==> src/rtl/spi24_pkg.sv <==
package spi24_pkg;
  localparam int FRAME_W = 24;
  localparam int RX_W    = 16;
  localparam int ADDR_W  = 8;
  localparam logic [7:0] CMD_ADDR = 8'h70;
  localparam logic [7:0] CMD_WR   = 8'h72;
  localparam logic [7:0] CMD_RD   = 8'h73;

  typedef enum logic [2:0] {
    E_IDLE, E_SETUP, E_LOW, E_HIGH, E_HOLD, E_RECOV
  } eng_state_e;
endpackage

==> src/rtl/spi24_frame_build.sv <==
module spi24_frame_build
  import spi24_pkg::*;
(
  input  logic              data_phase_i,
  input  logic              wr_i,
  input  logic [ADDR_W-1:0] addr_i,
  input  logic [RX_W-1:0]   wdata_i,
  output logic [FRAME_W-1:0] frame_o
);
  always_comb begin
    if (!data_phase_i)  frame_o = {CMD_ADDR, {(FRAME_W-8-ADDR_W){1'b0}}, addr_i};
    else if (wr_i)      frame_o = {CMD_WR, wdata_i};
    else                frame_o = {CMD_RD, {RX_W{1'b0}}};
  end
endmodule

==> src/rtl/spi24_shift_engine.sv <==
module spi24_shift_engine
  import spi24_pkg::*;
#(
  parameter int HALF_CNT = 2,
  parameter int GAP_CNT  = 4,
  parameter bit HAS_MISO = 1'b1
) (
  input  logic               clk_i,
  input  logic               rst_ni,
  input  logic               start_i,
  input  logic [FRAME_W-1:0] frame_i,
  output logic               frame_done_o,
  output logic [RX_W-1:0]    rx_o,
  output logic               cs_n_o,
  output logic               sck_o,
  output logic               mosi_o,
  input  logic               miso_i
);
  localparam int MAXC  = (HALF_CNT > GAP_CNT) ? HALF_CNT : GAP_CNT;
  localparam int CNT_W = $clog2(MAXC + 1);
  localparam int BIT_W = $clog2(FRAME_W);
  localparam logic [CNT_W-1:0] HALF_M1 = CNT_W'(HALF_CNT - 1);
  localparam logic [CNT_W-1:0] GAP_M1  = CNT_W'(GAP_CNT - 1);

  eng_state_e         state_q;
  logic [CNT_W-1:0]   cnt_q;
  logic [BIT_W-1:0]   bit_q;
  logic [FRAME_W-1:0] tx_q;
  logic [RX_W-1:0]    rx_q;
  logic               last;
  logic               miso_s;

  generate
    if (HAS_MISO) begin : g_miso
      assign miso_s = miso_i;
    end else begin : g_nomiso
      assign miso_s = 1'b0;
    end
  endgenerate

  always_comb begin
    case (state_q)
      E_LOW, E_HIGH:            last = (cnt_q == HALF_M1);
      E_SETUP, E_HOLD, E_RECOV: last = (cnt_q == GAP_M1);
      default:                  last = 1'b1;
    endcase
  end

  assign frame_done_o = (state_q == E_RECOV) && last;

  always_ff @(posedge clk_i or negedge rst_ni) begin
    if (!rst_ni) begin
      state_q <= E_IDLE;
      cnt_q   <= '0;
      bit_q   <= '0;
      tx_q    <= '0;
      rx_q    <= '0;
    end else begin
      cnt_q <= last ? '0 : cnt_q + 1'b1;
      case (state_q)
        E_IDLE: begin
          cnt_q <= '0;
          if (start_i) begin
            state_q <= E_SETUP;
            tx_q    <= frame_i;
            bit_q   <= BIT_W'(FRAME_W - 1);
          end
        end
        E_SETUP: if (last) state_q <= E_LOW;
        E_LOW: if (last) begin
          state_q <= E_HIGH;
          rx_q    <= {rx_q[RX_W-2:0], miso_s};
        end
        E_HIGH: if (last) begin
          if (bit_q == '0) state_q <= E_HOLD;
          else begin
            bit_q   <= bit_q - 1'b1;
            state_q <= E_LOW;
          end
        end
        E_HOLD: if (last) state_q <= E_RECOV;
        E_RECOV: if (last) begin
          if (start_i) begin
            state_q <= E_SETUP;
            tx_q    <= frame_i;
            bit_q   <= BIT_W'(FRAME_W - 1);
          end else state_q <= E_IDLE;
        end
        default: state_q <= E_IDLE;
      endcase
    end
  end

  assign cs_n_o = (state_q == E_IDLE) || (state_q == E_RECOV);
  assign sck_o  = (state_q != E_LOW);
  assign mosi_o = (state_q == E_LOW || state_q == E_HIGH) ? tx_q[bit_q] : 1'b1;
  assign rx_o   = rx_q;

  p_sck_in_frame_r5: assert property (@(posedge clk_i) disable iff (!rst_ni)
    !sck_o |-> !cs_n_o);
  p_idle_lines_r9: assert property (@(posedge clk_i) disable iff (!rst_ni)
    cs_n_o |-> (sck_o && mosi_o));
  p_cs_rise_after_high_r6: assert property (@(posedge clk_i) disable iff (!rst_ni)
    $rose(cs_n_o) |-> $past(sck_o) && $past(mosi_o));
endmodule

==> src/rtl/spi24_reg_master.sv <==
module spi24_reg_master
  import spi24_pkg::*;
#(
  parameter int HALF_CNT = 2,
  parameter int GAP_CNT  = 4,
  parameter bit HAS_MISO = 1'b1
) (
  input  logic        clk_i,
  input  logic        rst_ni,
  input  logic        req_i,
  input  logic        req_wr_i,
  input  logic [7:0]  req_addr_i,
  input  logic [15:0] req_wdata_i,
  output logic        busy_o,
  output logic        done_o,
  output logic [15:0] rd_data_o,
  output logic        spi_cs_no,
  output logic        spi_sck_o,
  output logic        spi_mosi_o,
  input  logic        spi_miso_i
);
  logic              busy_q, phase_q, wr_q, done_q;
  logic [ADDR_W-1:0] addr_q;
  logic [RX_W-1:0]   wdata_q, rd_q, rx;
  logic              accept, frame_done, start;
  logic [FRAME_W-1:0] frame;

  assign accept = req_i && !busy_q;
  assign start  = accept || (busy_q && !phase_q && frame_done);

  spi24_frame_build u_build (
    .data_phase_i (!accept),
    .wr_i         (wr_q),
    .addr_i       (req_addr_i),
    .wdata_i      (wdata_q),
    .frame_o      (frame)
  );

  spi24_shift_engine #(
    .HALF_CNT (HALF_CNT),
    .GAP_CNT  (GAP_CNT),
    .HAS_MISO (HAS_MISO)
  ) u_engine (
    .clk_i        (clk_i),
    .rst_ni       (rst_ni),
    .start_i      (start),
    .frame_i      (frame),
    .frame_done_o (frame_done),
    .rx_o         (rx),
    .cs_n_o       (spi_cs_no),
    .sck_o        (spi_sck_o),
    .mosi_o       (spi_mosi_o),
    .miso_i       (spi_miso_i)
  );

  always_ff @(posedge clk_i or negedge rst_ni) begin
    if (!rst_ni) begin
      busy_q  <= 1'b0;
      phase_q <= 1'b0;
      wr_q    <= 1'b0;
      addr_q  <= '0;
      wdata_q <= '0;
      done_q  <= 1'b0;
      rd_q    <= '0;
    end else begin
      done_q <= 1'b0;
      if (accept) begin
        busy_q  <= 1'b1;
        phase_q <= 1'b0;
        wr_q    <= req_wr_i;
        addr_q  <= req_addr_i;
        wdata_q <= req_wdata_i;
      end else if (busy_q && frame_done) begin
        if (!phase_q) phase_q <= 1'b1;
        else begin
          busy_q <= 1'b0;
          done_q <= 1'b1;
          if (!wr_q) rd_q <= rx;
        end
      end
    end
  end

  assign busy_o    = busy_q;
  assign done_o    = done_q;
  assign rd_data_o = rd_q;

  p_done_single_r10: assert property (@(posedge clk_i) disable iff (!rst_ni)
    done_o |=> !done_o);
  p_done_not_busy_r10: assert property (@(posedge clk_i) disable iff (!rst_ni)
    done_o |-> !busy_o);
  p_busy_end_done_r10: assert property (@(posedge clk_i) disable iff (!rst_ni)
    $fell(busy_o) |-> done_o);
  p_ignore_busy_r11: assert property (@(posedge clk_i) disable iff (!rst_ni)
    (busy_q && $past(busy_q)) |-> ($stable(addr_q) && $stable(wr_q) && $stable(wdata_q)));
  p_cs_between_frames_r7: assert property (@(posedge clk_i) disable iff (!rst_ni)
    (busy_q && frame_done) |-> spi_cs_no);
endmodule

==> config.mk <==
export PLATFORM = sky130hd
export DESIGN_NAME = spi24_reg_master
export DESIGN_NICKNAME = d
export VERILOG_FILES = /design/src/rtl/spi24_pkg.sv /design/src/rtl/spi24_frame_build.sv /design/src/rtl/spi24_shift_engine.sv /design/src/rtl/spi24_reg_master.sv
export SDC_FILE = /design/constraint.sdc
export NUM_CORES = 1
export LEC_CHECK = 0
export BUFFER_PORTS_ARGS = -buffer_cell sky130_fd_sc_hd__clkbuf_2
export CAP_MARGIN = 20
export CORE_MARGIN = 3
export CORE_UTILIZATION = 40
export CTS_BUF_LIST = sky130_fd_sc_hd__clkbuf_4
export DETAILED_ROUTE_END_ITERATION = 10
export PLACE_DENSITY = 0.62
export SYNTH_ARGS = -nofsm -noshare
export SYNTH_HDL_FRONTEND = slang
export SYNTH_SLANG_ARGS = --single-unit
==> constraint.sdc <==
create_clock -name clk_i -period 1.8 [get_ports clk_i]
set_input_delay 0.09 -clock clk_i [delete_from_list [all_inputs] [get_ports clk_i]]
set_output_delay 0.09 -clock clk_i [all_outputs]
set_load 0.05 [all_outputs]
---- Word-level counts from Yosys, hierarchy flattened ----
Cells that the tools add are included.
storage, ports and cells
  bits in registers ....................... 87
  bits of input ports ..................... 29
  output and inout port bits .............. 21
  word-level logic and storage cells ...... 88
cells by class
  $add $sub $neg .......................... 2
  $lt $le $gt $ge ......................... 1
  eq/ne operators ......................... 15
  muxes and demuxes ....................... 33
  bitwise gates (word level) .............. 2
  reduce and logical (&&, ||, !) cells .... 24
operator list
  kind                   count
  $mux W24               3
  $pmux W24 S2           1
  $mux W3                9
  $mux W5                4
  $pmux W3 S6            1
  $mux W17               1
  $pmux W5 S3            1
  $mux W1                11
  $ne A2 B1 Y1 const B   5
  $eq A3 B2 Y1 const B   3
  $reduce_and A4 Y1      2
  $eq A3 B1 Y1 const B   2
  $eq A3 B3 Y1 const B   2
  $lt A5 B6 Y1 const B   1
  $reduce_and A2 Y1      3
  $reduce_and A6 Y1      1
  $reduce_bool A2 Y1     3
  $bmux W1 S5            1
  $logic_and A1 B1 Y1    5
  $logic_not A5 Y1       1
  $sub A5 B1 Y5 const B  1
  $ne A2 B2 Y1 const B   2
  $add A3 B1 Y3 const B  1
  $logic_not A3 Y1       1
  8 further kinds        12

---- Logic depth before layout (Yosys ltp) ----
Gate-level depths: netlist of run 1.
  depth in word-level cells ............... 9
  gate-level depth with buffers ........... 7
  gate-level depth less buffers ........... 6

---- Cells and area by module ----
A second synthesis of run 1 with hierarchy kept.
unflattened totals
  cell total of the unflattened synthesis .. 294
  area, all modules ....................... 4119.0 um^2
modules (own cells, without submodules)
  module              times used  cells each  area an instance (um^2)
  spi24_shift_engine  1           182         2483.6
  spi24_reg_master    1           83          1417.6
  spi24_frame_build   1           29          217.7

---- Worst setup path before layout of run 1 ----
OpenSTA, ideal clock, no wires.
  path type ............................... flip-flop to flip-flop
  start ................................... register busy_q (netlist: busy_o)
  end ..................................... register u_engine.tx_q[16]
  library setup time ...................... 0.125 ns
  arrival ................................. 1.841 ns
  slack ................................... -0.165 ns
  cell stages (with the launch flop) ...... 7
  buffers on the path ..................... 2
  path through ............................ dfrtp_1 -> nand2b_1 -> buf_2 -> nor2_1 -> clkbuf_1 -> a21o_2 -> mux2_2
on the way
  word-level cells in the longest chain between the ends .. 6
  elaborated cells between the ends (all ways) .. 9
RTL lines
  what                                                     line                                                RTL
  start: declaration                                       spi24_reg_master.sv:22                              logic busy_q, phase_q, wr_q, done_q;
  start signal: assignment                                 spi24_reg_master.sv:58                              busy_q <= 1'b0;
  start signal: assignment                                 spi24_reg_master.sv:68                              busy_q <= 1'b1;
  start signal: assignment                                 spi24_reg_master.sv:76                              busy_q <= 1'b0;
  $logic_not A1 Y1 or $logic_and A1 B1 Y1 (tied branches)  spi24_reg_master.sv:28, spi24_reg_master.sv:29
  $logic_and A1 B1 Y1 (on tied branches)                   spi24_reg_master.sv:28, spi24_reg_master.sv:29
  $mux W24 or $logic_or A1 B1 Y1 (tied branches)           spi24_frame_build.sv:11, spi24_reg_master.sv:29
  $mux W24 *                                               spi24_shift_engine.sv:63, spi24_shift_engine.sv:83
  $mux W24                                                 spi24_shift_engine.sv:82                            E_RECOV: if (last) begin
  $pmux W24 S2 *                                           spi24_shift_engine.sv:60                            case (state_q)
  end signal: assignment                                   spi24_shift_engine.sv:65                            tx_q <= frame_i;
  end signal: assignment                                   spi24_shift_engine.sv:85                            tx_q <= frame_i;
  end: declaration                                         spi24_shift_engine.sv:28                            logic [FRAME_W-1:0] tx_q;
Every way passes the cells marked *; elsewhere a longest branch is shown, timed or not. The select of a mux whose other input is x is not followed.
A chain may end at the register's enable or synchronous reset.

---- Final worst setup path of run 1 ----
  start ................................... register u_engine.bit_q[0]
  end ..................................... output spi_mosi_o
on the way
  word-level cells in the longest chain between the ends .. 3
RTL lines
  what                           line                      RTL
  start: declaration             spi24_shift_engine.sv:27  logic [BIT_W-1:0] bit_q;
  start signal: assignment       spi24_shift_engine.sv:66  bit_q <= BIT_W'(FRAME_W - 1);
  start signal: assignment       spi24_shift_engine.sv:77  bit_q <= bit_q - 1'b1;
  start signal: assignment       spi24_shift_engine.sv:86  bit_q <= BIT_W'(FRAME_W - 1);
  $bmux W1 S5                    spi24_shift_engine.sv:96  assign mosi_o = (state_q == E_LOW || state_q == E_HIGH) ? tx_q[bit_q] : 1'b1;
  $mux W1 (not written as such)  spi24_shift_engine.sv:96
  $mux W1                        spi24_shift_engine.sv:96
  end: declaration               spi24_reg_master.sv:19    output logic spi_mosi_o,
Every way passes these cells. The select of a mux whose other input is x is not followed.

==> summary.txt, run 1 <==
Power and ir drop
  – Net Sw Power: 0.7556 mW
  – VDD IR max: 0.0003234 V
  – Pwr Density: 667.8 mW/mm²
  – Power, Total: 3.188 mW
  – Clk pwr share: 33.3%
  – Seq pwr share: 60.8%
  – Leakage: 2.430 nW
  – Internal power: 2.432 mW
  – Combinational Power Share: 5.9%
  – Switching Share: 23.70%

Global route
  – Largest net degree at the start of global routing: 38
  – Initial antenna violation count: 0
  – GR Util met3: 2.273%
  – GRT overflow: 0
  – GRT busiest layer: met2
  – Met2 usage: 24.75%
  – Met1 Track Usage GR: 22.94%
  – First-pass GRT wire length: 13.07 mm
  – Vias in the first global route: 2671
  – Total GRT Usage: 16.21%

Die
  – Initial Util: 41.59%
  – Core ar.: 0.008806 mm²
  – Die Area: 0.01034 mm²
  – Die width: 101.7 µm
  – Rows: 34
  – # IOs: 50
  – Die Ht: 101.7 µm

Run
  – Max Cap Viol: 0

Worst setup path
  – Startpoint types: flop
  – Worst r2r src: u_engine.bit_q[0]$_DFFE_PN0P_
  – Crit Path Category: flop to primary output
  – CP required: 1.71 ns
  – Crit path DAT: 2.24 ns
  – CP max FO: 5
  – CP Capture Type: primary output
  – Worst setup startpoint: u_engine.bit_q[0]$_DFFE_PN0P_

Hold path
  – Hold crit path type: input pin to asynchronous set/reset pin

Yosys
  – Commonest cells in the netlist: 82 x dfrtp_1, 56 x nand2_1, 37 x mux2_2
  – YS warnings: 0
  – Synth Flop Type: dfrtp_1
  – Post-synth top area cell: dfrtp_1
  – Post-synthesis register bit count: 82
  – Most frequent cell after synthesis: dfrtp_1
  – Sequential-to-total area share from yosys stat: 56.03%
  – Syn Nets: 348
  – Mean Syn Cell Area: 11.55 µm²
  – Fraction of registers with async set/reset: 100.0%
  – Synth unique cells: 46
  – Top post-synthesis cells by area: dfrtp_1 56%, mux2_2 11%, nand2_1 5.7%
  – Syn Std Cell Area: 0.003662 mm²
  – Synth top area share: 56.03%
  – Post-synthesis cell count: 317
  – Post-synth EDFFs: 0

Timing
  – RSZ-0062 raised after global routing: true
  – Least-Margin Pin Slew: 0.3997 ns
  – Pins Over Slew Limit: 0
  – Period Utilization, post-route: 129.6%
  – Post-route setup slack: -0.5335 ns
  – Worst clock skew: 0.02062 ns
  – Maximum clock rate: 428.5 MHz
  – WHS: 0.1267 ns
  – Final Critical Period: 2.333 ns
  – Slew Limit Headroom: 73.27%
  – Hold Vio Cnt, Final: 0
  – Setup violators final: 8

Clock network
  – CTS Buffer Depth: 2
  – Inserted Clock Buffers: 9
  – Clock transition at path regs: 0.14 ns
  – H-tree depth: 3
  – Clk_lat worst skew: 0.43 ns
  – CTS tree: yes
  – CTS Root Cell: clkbuf_4
  – Sink Count: 82

Placed design
  – Placed inst area: 0.004218 mm²
  – Routability cong.: 0.8593
  – HPWL after detailed placement: 5.301 mm
  – Cell count after placement: 487
  – Port buffer count: 49

Cells and area
  – Fin util: 54.21%
  – Final cell count without fillers: 533
  – Share of cells above drive strength 1: 38.82%
  – Design area: 0.004773 mm²
  – Area grow syn2layout: 30.34%
  – Final #Nets: 452
  – Filler Cell Count: 776
  – Ant. Diodes: 0

Drt
  – Drt first pass iters: 4
  – Drt wl/cell: 14.62 µm
  – DR iter-0 viols: 116
  – DRT Wirelength: 7.792 mm
  – Routed Antenna Nets: 0
  – DRC: 0
  – Post-DR vias/cell: 5.051
  – Via count: 2692

Run status
  – Status: finished with violations
  – Failing checks: negative setup slack
==> kinds of logic after synthesis <==
logic type / count (synthesis) / share of synthesized area, %
AND/OR/NAND/NOR: 115 / 16.19
flip-flops: 82 / 56.03
AO/OA/AOI/OAI: 41 / 7.893
multiplexers: 41 / 13.80
buffers and inverters: 33 / 4.680
XOR/XNOR: 3 / 0.7176
adder cells (fa/ha/maj): 2 / 0.6832
==> critical path: stages (launching register included) <==
cell	delay, ns
dfrtp_2	0.44
mux4_2	0.50
mux2_4	0.28
and3_4	0.18
a211o_4	0.27
buf_8	0.15
==> power groups by stage <==
stage / Sequential (mW) / Combinational [mW] / Clock, mW
CTS: 1.94 / 0.192 / 1.09
global placement: 1.97 / 0.138 / 0
floorplan: 1.96 / 0.0546 / 0
finish: 1.94 / 0.188 / 1.06
detailed placement: 1.97 / 0.143 / 0
global route: 1.95 / 0.215 / 1.17
==> state kept, by name, indices dropped and copies added, names as in the netlist <==
register          flops
busy_o                1
done_o                1
phase_q               1
rd_data_o            16
u_engine.bit_q        5
u_engine.cnt_q        3
u_engine.rx_o        16
u_engine.state_q      3
u_engine.tx_q        19
wdata_q              16
wr_q                  1
==> cells in the final DEF, fill, tap and decap left out, types with 2 or more instances in the layout <==
cell type	instances
a21oi_1	3
a221o_1	8
a31oi_1	3
and3_1	9
and3_4	2
buf_12	3
buf_4	30
buf_6	3
clkbuf_2	46
clkbuf_4	10
dfrtp_1	78
dfrtp_2	4
dlygate4sd3_1	28
inv_1	12
mux2_2	35
mux2_4	2
mux4_2	2
nand2_1	56
nand2b_1	3
nand2b_4	2
nand3_1	2
nand3b_1	2
nand4_1	10
nor2_1	8
nor2_2	2
nor2b_1	2
nor3b_1	2
o21ai_0	13
o21ai_1	2
xor2_1	2
==> cell type report <==
| class | count | area, µm² | share of cell area, % |
|---|---|---|---|
| Multi-Input combinational cell | 202 | 1525 | 31.95 |
| Sequential cell | 82 | 2057 | 43.09 |
| Clock inverter | 5 | 55.05 | 1.153 |
| Clock buffer | 10 | 75.07 | 1.573 |
| Tap cell | 108 | 135.1 | 2.831 |
| Timing Repair Buffer | 113 | 874.6 | 18.32 |
| Inverter | 13 | 51.30 | 1.075 |
==> what timing repair did <==
| action | in CTS | in global routing |
|---|---|---|
| cloned | 0 | 1 |
| endpoints found under the hold margin | 110 | 0 |
| setup endpoints to repair | 15 | 43 |
| hold buffers | 28 | 0 |
| pin swaps | 4 | 7 |
| setup buffers | 1 | 1 |
| resized for setup | 15 | 19 |
==> final timing paths <==
kind | cells past startpoint | slack, ns | endpoint
setup / recovery | 5 | -0.53 | spi_mosi_o
hold reg to reg | 1 | 0.48 | u_engine.tx_q[21]$_DFFE_PN0P_
min in group clk_i | 4 | 0.38 | wdata_q[1]$_DFFE_PN0P_
max in group asynchronous | 3 | 1.07 | busy_o$_DFFE_PN0P_
hold / removal | 2 | 0.13 | rd_data_o[14]$_DFFE_PN0P_
setup reg to reg | 8 | -0.14 | u_engine.bit_q[4]$_DFFE_PN0P_
==> metal layers <==
metal / share of wire [%] / vias up / routed length, µm
met5: 0 / - / 0
met4: 2.3 / 0 / 182
met3: 2.0 / 14 / 157
met2: 47 / 40 / 3672
met1: 48 / 1314 / 3779
li1: - / 1324 / -
==> stage by stage <==
step	worst slack, ns	TNS [ns]
5_1_grt	-0.6187	-1.683
2_1_floorplan	-0.04189	-0.04189
6_report	-0.5335	-0.9394
3_5_place_dp	-0.2166	-0.7500
4_1_cts	-0.5927	-1.288
3_3_place_gp	-0.2126	-0.5566
No activity file was read; power rests on OpenSTA's default activity.
==> inputs of run 2 (changes only) <==
Settings changed: CORE_MARGIN 3 to not set, CTS_CLUSTER_DIAMETER set to 150, PLACE_DENSITY 0.62 to 0.6.
Clock period 1.8 ns to 2.8 ns, I/O delays scaled along.
==> run 2 against run 1 <==
Against the previous run:
- the run ends with design-rule violations left
- sequential cell count unchanged
- sequential power down 36%
- clock power down 35%
- highest routed layer unchanged
- global-route usage down 0.22 points
==> summary.txt, run 2 (same netlist as run 1, synthesis figures left out) <==
Drt
  – DRT Wirelength: 6.918 mm
  – Met3 WL post-DR: 243 µm
  – Routed Antenna Nets: 0
  – Drt wl/cell: 13.92 µm
  – Post-DR vias/cell: 5.117
  – Drt first pass iters: 7
  – WL met2: 3.102 mm
  – Met1 Wirelength: 3.472 mm
  – Max layer used: met4
  – DRC: 7
  – DR iter-0 viols: 96
  – Via count: 2543

Clock network
  – CTS tree: yes
  – H-tree depth: 3
  – CTS Buffer Depth: 2
  – Clock transition at path regs: 0.13 ns
  – Sink Count: 82
  – CTS Root Cell: clkbuf_4
  – Setup Buffers After CTS: 0
  – Clk_lat worst skew: 0.43 ns
  – Inserted Clock Buffers: 9

Cells and area
  – Commonest non-fill, non-tap cell in the layout: dfrtp_1
  – Most frequent cells in the layout: 81 x dfrtp_1, 56 x nand2_1, 48 x clkbuf_2
  – Multi-input logic area: 0.001439 mm²
  – Reg with most FFs: u_engine.tx_q
  – Share of cells above drive strength 1: 29.82%
  – Max reg flops: 19
  – Ant. Diodes: 0
  – Area grow syn2layout: 18.55%
  – Storage element area: 0.002053 mm²
  – Final #Nets: 415
  – Filler Cell Count: 820
  – Design area: 0.004342 mm²

Worst setup path
  – CP required: 2.66 ns
  – Startpoint types: flop
  – Top delay family on crit path: multiplexers
  – Crit path DAT: 2.48 ns
  – Crit Path Category: flop to primary output
  – CP max FO: 10
  – CP Cell Sequence: mux4_1, mux2_2, and3_1, a211o_1, clkbuf_2
  – CP Capture Type: primary output
  – Max incr delay on CP: 0.60 ns
  – Slowest cell on crit path: mux4_1
  – Crit path buffers/inverters: 1

Run status
  – Failing checks: design-rule violations
  – Status: finished with violations

Die
  – Rows: 34
  – Die Area: 0.009542 mm²
  – Core ar.: 0.008806 mm²
  – # IOs: 50
  – Die width: 97.69 µm
  – Die Ht: 97.69 µm
  – Initial Util: 41.59%

Placed design
  – HPWL after detailed placement: 4.649 mm
  – Routability cong.: 0.7720
  – Placed inst area: 0.003968 mm²
  – Port buffer count: 49

Power and ir drop
  – VDD IR max: 0.0001764 V
  – Leakage: 2.223 nW
  – Pwr Density: 471.5 mW/mm²

Global route
  – Initial antenna violation count: 0
  – GRT overflow: 0
  – Total GRT Usage: 15.99%
  – First-pass GRT wire length: 11.94 mm
  – Largest net degree at the start of global routing: 83
  – Vias in the first global route: 2472

Timing
  – Pins Over Slew Limit: 0
  – Hold Vio Cnt, Final: 0
  – Maximum clock rate: 381.1 MHz
  – Least-Margin Pin Slew: 1.027 ns
  – Worst clock skew: 0.01530 ns
  – Slew Limit Headroom: 31.55%
  – Setup violators final: 0
  – RSZ-0062 raised after global routing: false
  – Period Utilization, post-route: 93.70%
  – Setup_tns: 0 ns
  – Final Critical Period: 2.624 ns

Run
  – Max Cap Viol: 0

Hold path
  – Hold crit path type: input pin to flop
## run 2: layout make-up
cell class / count / area share, %
multi-input cells: 202 / 33.14
flip-flops and latches: 82 / 47.29
clock inverters: 7 / 1.787
inverters: 13 / 1.124
clock buffers: 9 / 1.556
well taps: 108 / 3.112
repair buffers: 76 / 11.99
## run 2: path summary, 6_finish.rpt
| check | startpoint | end | slack [ns] | cells after the start |
|---|---|---|---|---|
| max | u_engine.bit_q[0]$_DFFE_PN0P_ | spi_mosi_o | 0.18 | 5 |
| min | req_addr_i[5] | u_engine.tx_q[5]$_DFFE_PN0P_ | 0.03 | 3 |
| max reg2reg | u_engine.cnt_q[2]$_DFF_PN0_ | u_engine.bit_q[0]$_DFFE_PN0P_ | 0.61 | 5 |
| min reg2reg | u_engine.tx_q[21]$_DFFE_PN0P_ | u_engine.tx_q[21]$_DFFE_PN0P_ | 0.49 | 1 |
| max in group asynchronous | rst_ni | u_engine.tx_q[14]$_DFFE_PN0P_ | 2.15 | 3 |
| min in group asynchronous | rst_ni | rd_data_o[12]$_DFFE_PN0P_ | 0.07 | 2 |
## run 2: per-stage QoR
stage	instances	setup slack (ns)	util (%)	total power [mW]	hold slack, ns
6_report	497	0.1763	49.30	2.047	0.02999
5_1_grt	497	0.08786	49.30	2.145	0.02398
4_1_cts	496	0.05609	48.98	2.069	0.01969
3_5_place_dp	460	0.5414	45.06	1.352	0.3373
3_3_place_gp	460	0.5975	45.06	1.348	0.3355
2_1_floorplan	317	0.8091	-	1.295	-0.1556
## run 2: timing repair
action | in CTS | in global routing
endpoints found under the setup margin | 0 | 1
hold endpoints to repair | 102 | 0
hold buffers | 20 | 0
gates resized for setup | 0 | 1
## run 2: tightest hold or removal path: stages
cell and delay [ns]:
clkbuf_2 0.07, and3_1 0.13, a221o_1 0.09
## run 2: per-layer routing
metal / GRT usage (%) / vias up
met5: 0 / -
met4: 6.527 / 0
met3: 3.381 / 10
met2: 22.75 / 49
met1: 23.63 / 1239
li1: - / 1245
## run 2: where the power goes
| part | leakage [nW] | total [mW] | internal, mW | switching [mW] |
|---|---|---|---|---|
| Combinational | 1.13 | 0.104 | 0.0557 | 0.0484 |
| Sequential | 1.02 | 1.25 | 1.22 | 0.0274 |
| Clock | 0.0717 | 0.694 | 0.278 | 0.417 |
==> inputs of run 3 (changes only) <==
Clock period 2.8 ns to 2.5 ns, I/O delays scaled along.
==> run 3 against run 2 <==
Against the previous run:
- the run still ends with design-rule violations left
- sequential power is 12% higher
- register-to-register slack worse by 0.08 ns
- non-clock buffer count is 4 higher
- setup slack worse by 0.091 ns
==> summary.txt, run 3 (same netlist as run 1, synthesis figures left out) <==
Die
  – Die Ht: 97.69 µm
  – Die Area: 0.009542 mm²
  – # IOs: 50
  – Die width: 97.69 µm
  – Core ar.: 0.008806 mm²
  – Rows: 34
  – Initial Util: 41.59%

Run status
  – Status: finished with violations
  – Failing checks: design-rule violations

Global route
  – Met1 Track Usage GR: 22.97%
  – Vias in the first global route: 2606
  – Initial antenna violation count: 0
  – First-pass GRT wire length: 12.36 mm
  – GR Util met3: 2.446%
  – GRT busiest layer: met2
  – Met2 usage: 24.82%
  – Total GRT Usage: 16.23%
  – GRT overflow: 0
  – Largest net degree at the start of global routing: 83

Worst setup path
  – Startpoint types: flop
  – CP Cell Sequence: mux4_1, mux2_2, and3_1, a211o_1, buf_6
  – CP Capture Type: primary output
  – Top delay family on crit path: multiplexers
  – Crit path DAT: 2.29 ns
  – Crit path buffers/inverters: 1
  – Max incr delay on CP: 0.55 ns
  – Crit Path Category: flop to primary output
  – CP required: 2.38 ns
  – CP max FO: 3
  – Slowest cell on crit path: mux4_1

Placed design
  – Pre-CTS WS: 0.4864 ns
  – Port buffer count: 49
  – Routability cong.: 0.8362
  – HPWL after detailed placement: 4.586 mm

Hold path
  – Hold crit path type: input pin to flop

Drt
  – Routed Antenna Nets: 0
  – DRT Wirelength: 7.049 mm
  – DRC: 6
  – Drt first pass iters: 7
  – DR iter-0 viols: 127
  – Via count: 2546
  – Drt wl/cell: 14.10 µm
  – Post-DR vias/cell: 5.092

Timing
  – Maximum clock rate: 414.1 MHz
  – RSZ-0062 raised after global routing: false
  – Worst clock skew: 0.01279 ns
  – Final Critical Period: 2.415 ns
  – Hold Vio Cnt, Final: 0
  – Setup_tns: 0 ns
  – Post-route setup slack: 0.08526 ns
  – Period Utilization, post-route: 96.59%
  – Pins Over Slew Limit: 0
  – Slew Limit Headroom: 71.10%
  – Setup violators final: 0
  – Least-Margin Pin Slew: 0.4322 ns
  – WHS: 0.02819 ns

Power and ir drop
  – VDD IR max: 0.0002281 V
  – Switching Share: 22.41%
  – Seq pwr share: 59.5%
  – Net Sw Power: 0.5276 mW
  – Leakage: 2.245 nW
  – Pwr Density: 537.3 mW/mm²
  – Clk pwr share: 35.5%
  – Combinational Power Share: 5.0%
  – Internal power: 1.827 mW
  – Power, Total: 2.354 mW

Clock network
  – Inserted Clock Buffers: 9
  – H-tree depth: 3
  – Sink Count: 82
  – CTS tree: yes
  – CTS Root Cell: clkbuf_4
  – CTS Buffer Depth: 2
  – Setup Buffers After CTS: 0
  – Clock transition at path regs: 0.12 ns
  – Clk_lat worst skew: 0.42 ns

Cells and area
  – Most frequent cells in the layout: 82 x dfrtp_1, 56 x nand2_1, 47 x clkbuf_2
  – Multi-input logic area: 0.001436 mm²
  – Storage element area: 0.002052 mm²
  – Reg with most FFs: u_engine.tx_q
  – Share of cells above drive strength 1: 30.61%
  – Commonest non-fill, non-tap cell in the layout: dfrtp_1
  – Max reg flops: 19
  – Ant. Diodes: 0
  – Final #Nets: 419
  – Filler Cell Count: 816
  – Area grow syn2layout: 19.64%

Run
  – Max Cap Viol: 0
run 3: cell count changes in the layout (fill, tap and decap cells not counted), moves of 2 or more:
cell,delta
clkinv_4,-2
buf_6,+2
mux4_2,+2
buf_4,+3
clkinvlp_4,-2
mux4_1,-2
run 3: final timing paths:
| check | start | to | slack, ns | cells past startpoint |
|---|---|---|---|---|
| min in group asynchronous | rst_ni | u_engine.rx_o[11]$_DFFE_PN0P_ | 0.07 | 2 |
| setup reg to reg | u_engine.bit_q[0]$_DFFE_PN0P_ | u_engine.bit_q[4]$_DFFE_PN0P_ | 0.53 | 7 |
| hold reg to reg | wdata_q[12]$_DFFE_PN0P_ | wdata_q[12]$_DFFE_PN0P_ | 0.49 | 2 |
| max in group asynchronous | rst_ni | u_engine.bit_q[0]$_DFFE_PN0P_ | 1.84 | 3 |
| hold / removal | req_addr_i[1] | u_engine.tx_q[1]$_DFFE_PN0P_ | 0.03 | 3 |
| setup / recovery | u_engine.bit_q[0]$_DFFE_PN0P_ | spi_mosi_o | 0.09 | 5 |
run 3: through the flow:
| step | cells | util (%) | instance area, µm² |
|---|---|---|---|
| after global placement | 464 | 45.40 | 3998 |
| final | 500 | 49.76 | 4382 |
| after global routing | 500 | 49.76 | 4382 |
| after CTS | 499 | 49.36 | 4347 |
| after detailed placement | 464 | 45.40 | 3998 |
| after floorplan | 317 | - | 3662 |
run 3: repair_timing:
action,in CTS,in global routing
gates resized for setup,0,8
endpoints found under the setup margin,0,1
hold buffers,20,0
endpoints found under the hold margin,102,0
run 3: cell type report:
| class | count | area share [%] |
|---|---|---|
| multi-input combinational | 202 | 32.78 |
| tap | 108 | 3.084 |
| inverter | 13 | 1.114 |
| clock buffer | 9 | 1.542 |
| clock inverter | 6 | 1.856 |
| sequential | 82 | 46.83 |
| timing repair buffer | 80 | 12.79 |
run 3: power by group through the flow:
| stage | clock (mW) | combinational, mW | sequential, mW |
|---|---|---|---|
| global placement | 0 | 0.0858 | 1.42 |
| floorplan | 0 | 0.0393 | 1.41 |
| CTS | 0.865 | 0.114 | 1.40 |
| finish | 0.837 | 0.117 | 1.40 |
| global route | 0.911 | 0.136 | 1.41 |
| detailed placement | 0 | 0.0890 | 1.43 |
run 3: layer usage:
layer / vias up / wire length [µm]
li1: 1253 / -
met2: 42 / 3187
met4: 0 / 137
met3: 9 / 190
met5: - / 0
met1: 1242 / 3533
run 3: tightest hold or removal path: stages:
cell	delay, ns
clkbuf_2	0.07
and3_1	0.13
a221o_1	0.10
